==> config.mk <==
export PLATFORM = sky130hd
export DESIGN_NAME = accel_seq
export DESIGN_NICKNAME = d
export VERILOG_FILES = /design/src/rtl/accel_seq.sv
export SDC_FILE = /design/constraint.sdc
export NUM_CORES = 1
export LEC_CHECK = 0
export CAP_MARGIN = 30
export CORE_MARGIN = 2
export CORE_UTILIZATION = 53
export DETAILED_ROUTE_END_ITERATION = 10
export PLACE_DENSITY_LB_ADDON = 0.3
export RECOVER_POWER = 100
export SLEW_MARGIN = 15
export SYNTH_ARGS = -nofsm -noshare
export SYNTH_HDL_FRONTEND = slang
export SYNTH_SLANG_ARGS = --single-unit
==> constraint.sdc <==
create_clock -name clk -period 3.5 [get_ports clk]
set_clock_uncertainty 0.1 [all_clocks]
set_input_delay 0.525 -clock clk [delete_from_list [all_inputs] [get_ports clk]]
set_output_delay 0.525 -clock clk [all_outputs]
set_load 0.02 [all_outputs]
==> src/rtl/accel_seq.sv <==
module accel_seq #(
  parameter int IDLE_W = 16
) (
  input  logic              clk,
  input  logic              rst_n,
  input  logic [IDLE_W-1:0] idle_cycles,
  output logic              req_valid,
  output logic              req_write,
  output logic [5:0]        req_addr,
  output logic [7:0]        req_wdata,
  input  logic              req_ready,
  input  logic              rsp_valid,
  input  logic [7:0]        rsp_data,
  output logic [15:0]       x,
  output logic [15:0]       y,
  output logic [15:0]       z,
  output logic              sample_valid,
  output logic              init_done,
  output logic              error
);
  localparam logic [1:0] S_ISSUE = 2'd0, S_WAIT = 2'd1, S_GAP = 2'd2, S_HALT = 2'd3;
  localparam logic [3:0] STEP_FIRST = 4'd3, STEP_LAST = 4'd8;
  localparam logic [7:0] ID_BYTE = 8'hE5;

  logic [1:0]        st;
  logic [3:0]        step;
  logic [3:0]        bidx;
  logic [IDLE_W-1:0] gap_cnt;
  logic [7:0]        hold [0:4];

  assign req_valid = (st == S_ISSUE);
  assign bidx      = step - STEP_FIRST;

  always_comb begin
    req_write = 1'b0;
    req_wdata = 8'h00;
    req_addr  = 6'h2F + {2'b00, step};
    case (step)
      4'd0: req_addr = 6'h00;
      4'd1: begin req_addr = 6'h31; req_write = 1'b1; req_wdata = 8'h0F; end
      4'd2: begin req_addr = 6'h2D; req_write = 1'b1; req_wdata = 8'h08; end
      default: ;
    endcase
  end

  always_ff @(posedge clk) begin
    if (!rst_n) begin
      st           <= S_ISSUE;
      step         <= 4'd0;
      gap_cnt      <= '0;
      x            <= '0;
      y            <= '0;
      z            <= '0;
      sample_valid <= 1'b0;
      init_done    <= 1'b0;
      error        <= 1'b0;
      for (int i = 0; i < 5; i++) hold[i] <= 8'h00;
    end else begin
      sample_valid <= 1'b0;
      case (st)
        S_ISSUE: if (req_ready) st <= S_WAIT;
        S_WAIT: if (rsp_valid) begin
          st <= S_ISSUE;
          case (step)
            4'd0: if (rsp_data == ID_BYTE) step <= 4'd1;
                  else begin error <= 1'b1; st <= S_HALT; end
            4'd1: step <= 4'd2;
            4'd2: begin step <= STEP_FIRST; init_done <= 1'b1; end
            STEP_LAST: begin
              x <= {hold[1], hold[0]};
              y <= {hold[3], hold[2]};
              z <= {rsp_data, hold[4]};
              sample_valid <= 1'b1;
              step <= STEP_FIRST;
              gap_cnt <= '0;
              if (idle_cycles != '0) st <= S_GAP;
            end
            default: begin
              hold[bidx[2:0]] <= rsp_data;
              step <= step + 4'd1;
            end
          endcase
        end
        S_GAP: if (gap_cnt + 1'b1 >= idle_cycles) st <= S_ISSUE;
               else gap_cnt <= gap_cnt + 1'b1;
        default: ;
      endcase
    end
  end

  p_req_hold_r8: assert property (@(posedge clk) disable iff (!rst_n)
    req_valid && !req_ready |=> req_valid && $stable({req_write, req_addr, req_wdata}));
  p_one_outstanding_r8: assert property (@(posedge clk) disable iff (!rst_n)
    req_valid && req_ready |=> !req_valid);
  p_init_sticky_r4: assert property (@(posedge clk) disable iff (!rst_n)
    init_done |=> init_done);
  p_error_halt_r2: assert property (@(posedge clk) disable iff (!rst_n)
    error |=> error && !req_valid && !init_done);
  p_strobe_pulse_r7: assert property (@(posedge clk) disable iff (!rst_n)
    sample_valid |=> !sample_valid);
  p_outputs_hold_r7: assert property (@(posedge clk) disable iff (!rst_n)
    !sample_valid |=> sample_valid || $stable({x, y, z}));
  p_data_after_init_r4: assert property (@(posedge clk) disable iff (!rst_n)
    sample_valid |-> init_done);
endmodule

# [After elaboration in Yosys (flattened, before gate mapping)]
# Memories as Yosys holds them, arrays and structs flattened. A register that Yosys moved wholly into a read port is not among the register bits.
# Index checks and enable logic that the tools add are counted.
[classes] add_sub_neg=4 magnitude_cmp=1 eq_ne=12 muxes=26 bitwise_logic=1 reduce_logical=21
[ops] cell="16-bit 2-to-1 mux" n=3
[ops] cell="16-bit one-hot mux with 2 select lines" n=1
[ops] cell="6-bit one-hot mux with 3 select lines" n=1
[ops] cell="16-bit by 1-bit adder with 16-bit output, second input constant" n=1
[ops] cell="16-bit >= comparator" n=1
[ops] cell="16-bit nonzero test" n=1
[ops] cell="4-bit one-hot mux with 3 select lines" n=1
[ops] cell="3-bit AND reduction" n=4
[ops] cell="4-bit AND reduction" n=3
[ops] cell="2-bit 2-to-1 mux" n=5
[ops] cell="2-bit inequality test, second input constant" n=5
[ops] cell="1-bit 2-to-1 mux" n=9
[ops] cell="8-bit equality test, second input constant" n=1
[ops] cell="8-bit 2-to-1 mux" n=1
[ops] cell="4-bit one-hot mux with 2 select lines" n=1
[ops] cell="8-bit OR reduction" n=1
[ops] cell="6-bit by 4-bit adder with 6-bit output, first input constant" n=1
[ops] cell="2-bit one-hot mux with 3 select lines" n=1
[ops] cell="1-bit zero test" n=5
[ops] cell="4-bit by 1-bit adder with 4-bit output, second input constant" n=1
[ops] cell="4-bit by 1-bit equality test with 1-bit output, second input constant" n=1
[ops] cell="4-bit by 2-bit equality test with 1-bit output, second input constant" n=1
[ops] cell="4-bit equality test, second input constant" n=1
[ops] cell="4-bit zero test" n=1
[ops] cell="13 further kinds" n=14
[word_totals] regBits=41 ram_bits=40 in_bits=28 output_inout_bits=67 word_cells=73 mem_count=1
[memory_table] name="hold" words=5 width=8 read_ports=5 rd_ports_with_merged_regs=5 write_ports=5 line_no="29" rtl="logic [7:0] hold [0:4];"

# [Depth between registers and ports, before layout]
[depth] depth_word=9 ltp_mapped=13 ltp_nobuf=12

# [Worst setup path after synthesis]
# OpenSTA, ideal clock, no wires.
[synth_timing] path_type="register -> register" start="reg gap_cnt[2]" end="reg gap_cnt[14]" setup_time_ps=117 arrival_ps=2690 required_time_ps=3283 path_slack_ps=593 path_stages_with_launch=14 n_path_buf=1 period_less_slack_ps=2907 cell_sequence="dfxtp_1 and2_4 nand4_4 or2_4 nor3_2 xor2_1 ha_1 nand4_1 nor2_1 o21ai_0 and2_4 a31oi_4 buf_6 a22o_1"
[synth_via] elab_chain_cells=4 elab_cells_between_ends=6 classes_between="1 x add/sub; 1 x order compare; 1 x eq/ne; 2 x mux; 1 x reduce/logical"
[synth_rtl] element="start, declared" line_no="28" rtl="logic [IDLE_W-1:0] gap_cnt;"
[synth_rtl] element="start signal, assigned" line_no="85" rtl="else gap_cnt <= gap_cnt + 1'b1;"
[synth_rtl] element="16-bit by 1-bit adder with 16-bit output *" line_no="84, 85"
[synth_rtl] element="16-bit >= comparator" line_no="84" rtl="S_GAP: if (gap_cnt + 1'b1 >= idle_cycles) st <= S_ISSUE;"
[synth_rtl] element="2-bit inequality test (no source line)"
[synth_rtl] element="4-bit AND reduction (no source line)"
# Every way passes the cells marked *; elsewhere a longest branch is shown, timed or not. The select of a mux whose other input is x is not followed.
# A chain may end at the register's enable or synchronous reset.

# [Final worst setup path]
[layout_timing] start="reg step[0]" end="out req_addr[1]"
[layout_via] elab_chain_cells=2 elab_cells_between_ends=5 classes_between="1 x add/sub; 2 x eq/ne; 1 x mux; 1 x reduce/logical"
[layout_rtl] element="start, declared" line_no="26" rtl="logic [3:0] step;"
[layout_rtl] element="start signal, assigned" line_no="80" rtl="step <= step + 4'd1;"
[layout_rtl] element="6-bit by 4-bit adder with 6-bit output, or another cell as far along" line_no="37" rtl="req_addr = 6'h2F + {2'b00, step};"
[layout_rtl] element="6-bit one-hot mux with 3 select lines *" line_no="38" rtl="case (step)"
[layout_rtl] element="end, declared" line_no="9" rtl="output logic [5:0] req_addr,"
# Every way passes the cells marked *; elsewhere a longest branch is shown, timed or not.

==> impl_metrics.csv <==
group,metric,value,unit
global_route,grt_pass1_vias,4047,
logic_synthesis,netlist_area,0.00533,sq mm
global_route,grt.busiest_layer,"met2",
clocking,cts_root_buf,"clkbuf_8",
logic_synthesis,ys_async_sr_fraction,0,%
floorplanning,die_h,104,um
placement,placed_cells_incl_taps,765,
run,drv.max_cap_violation_count,0,
setup_path,worstPathRequired,2870,ps
routing,drtPass1Iterations,5,
placement,detailedPlace.worstSlack,109,ps
sta,worst_slack,146,ps
setup_path,crit_top_cell,"nor3_1",
run_status,status,"completed",
pwr,power_density,480,mW/mm^2
pwr,total_power,3.31,mW
routing,drc,0,
sta,hold_slack,349,ps
setup_path,cp-start-kind,"register",
logic_synthesis,synth_edf_count,40,
setup_path,rr_startpoint,"step[0]",
global_route,grt_pass1_wl,19700,um
worst_hold_path,hold_end,"x[11]",
routing,routedWlPerCell,15.4,um
global_route,grt_remaining_overflow,0,
floorplanning,die_area,0.0109,sq mm
sta,tns,0,ps
sta,min_period_over_period,95.8,%
clocking,cts_buffers,17,
setup_path,critPathLaunch,"step[0]",
logic_synthesis,synth_most_common_cell,"nand2_1",
logic_synthesis,ys.flop_type,"dfxtp_1",
clocking,clock_latency,510,ps
setup_path,slowest_stage,"dlygate4sd3_1",
global_route,track_usage,22.7,%
logic_synthesis,syn_avg_cell_area,9.48,sq um
setup_path,crit_chain,"inv_1 > ha_1 > nor2_1 > nor3_1 > nor3_1 > dlygate4sd3_1",
sta,slew_viol_final,0,
clocking,cts_tree,"built",
floorplanning,die_x,104,um
routing,ant_nets,0,
floorplanning,io_pins,95,
placement,port_buffers,90,
sta,hold_viol,0,
logic_synthesis,synth_top_area_share,27.4,%
setup_path,critPathBufInv,2,
setup_path,reg2reg_slack,190,ps
placement,dp_hpwl,8540,um
finish,instances_no_fill,799,
placement,place_congestion,0.855,
finish,area_growth,29.7,%
logic_synthesis,ys_warn_count,0,
global_route,antenna_found_initial,0,
logic_synthesis,ys_seq_elements,113,
finish,layout.nets,706,
pwr,vdd_drop_max,0.000389,V
setup_path,crit_family,"buffers and inverters",
setup_path,worstPathMaxFanout,12,
routing,viasPerCell,5.35,
setup_path,critPathArrivalTime,2730,ps
sta,fmax,0.298,GHz
sta,layout_min_cycle_time,3350,ps
routing,wl,12300,um
finish,drive_gt1_share,8.71,%
global_route,grt_start_max_net_pins,56,
setup_path,critPathMaxStageDelay,690,ps
logic_synthesis,synthCells,562,
logic_synthesis,yosys.area.top_type,"dfxtp_1",
clocking,htreeDepth,4,
worst_hold_path,min-delay-path-class,"reg2reg",
setup_path,worst-setup-path-type,"reg2out",
routing,num_vias,4274,
clocking,clk_path_buf_depth,2,
floorplanning,fp-row-count,36,
clocking,holdBufCountCts,0,
global_route,met3_usage,5.08,%
routing,drtIter0Drc,215,
global_route,use_met1,26.5,%
sta,relSlewSlack,24.7,%
logic_synthesis,yosysSeqAreaShare,50.0,%
floorplanning,core_area,0.00977,sq mm
logic_synthesis,netlist_top_cells_area,"dfxtp_1 27%, edfxtp_1 23%, nand2_1 8.7%",
clocking,cts_sinks,113,
sta,setup_viol,0,
worst_hold_path,hp-start,"x[11]",
logic_synthesis,ys_types,59,
pwr,power_leakage,2.84,nW
floorplanning,start_util,54.5,%
worst_hold_path,hold_depth,2,
global_route,use_met2,41.2,%
finish,antennaDiodeCount,0,
clocking,clkTransAtPathRegs,60,ps
setup_path,rr_endpoint,"hold[1][7]",
setup_path,end_kind,"output port",
setup_path,worstRegToRegCells,8,
sta,grt_setup_unrepaired,"false",
logic_synthesis,yosys-top-cells-count,"123 x nand2_1, 73 x dfxtp_1, 58 x a21oi_1",
sta,tightest_slew,1130,ps
-- worst min-delay path, stage by stage, from the launching register on --
cell and delay [ps]:
dfxtp_1 300, nand2_1 50, a21oi_1 50
-- cell usage in the layout, fill, tap and decap left out, types with 5 or more instances in the layout --
cell             count
a211oi_1             6
a21oi_1             58
a22o_1              12
and2_0              34
and2_1              11
buf_4                5
clkbuf_16           16
clkdlybuf4s50_1     29
dfxtp_1             73
dlygate4sd3_1       61
edfxtp_1            40
ha_1                24
inv_1               28
inv_6                5
nand2_1            123
nand2b_1             8
nand4_1             10
nor2_1              16
nor4_1               7
o21ai_0             10
xnor2_1              6
xor2_1               6
-- report_power, final --
part / leakage [nW] / switching [mW] / total (mW) / internal [mW]
Combinational: 1.55 / 0.0979 / 0.167 / 0.0694
Sequential: 0.994 / 0.0114 / 1.39 / 1.38
Clock: 0.294 / 0.648 / 1.75 / 1.11
-- registers in the layout, summed over array words and instances (netlist names) --
name          count
y                16
z                16
st                2
step              4
init_done         1
error             1
x                16
sample_valid      1
gap_cnt          16
hold             40
-- repair_timing --
item | CTS | global route
endpoints found under the setup margin | 0 | 16
gates resized for setup | 0 | 3
setup buffers | 0 | 1
-- worst max path at each step --
stage / to / depth (start not counted)
floorplan: gap_cnt[14] / 13
global placement: gap_cnt[2] / 12
detailed placement: gap_cnt[2] / 11
CTS: gap_cnt[2] / 11
global route: hold[1][0] / 8
finish: req_addr[1] / 6
-- area by class of cell --
class / instances / area [sq um]
inverters: 29 / 109
fillers: 717 / 2870
flip-flops and latches: 113 / 2660
repair buffers: 101 / 995
multi-input cells: 391 / 2360
well taps: 133 / 166
clock inverters: 15 / 198
clock buffers: 17 / 414
-- routing by layer --
metal  wire length, um  vias up
met5                 0        -
met3               652       16
met4               162        0
li1                  -     2106
met2              6450      149
met1              5010     2003
-- stage by stage --
stage	utilization, %	area [sq um]
floorplan	-	5340
finish	70.6	6900
detailed placement	64.4	6290
CTS	70.6	6900
global route	70.6	6900
global placement	64.4	6290
-- kinds of logic (layout without fill, tap and decap cells) --
kind of cell / Yosys count / count (layout) / share of synthesized area, %
buf+inv: 61 / 162 / 5.43
compound gates: 107 / 107 / 12.8
other cells: 1 / 4 / 0.0704
fa+ha+maj: 25 / 25 / 5.87
flops: 113 / 113 / 50.0
xor+xnor: 12 / 12 / 1.97
simple gates: 240 / 240 / 23.2
mux: 3 / 3 / 0.611
(Power assumes the default switching activity.)
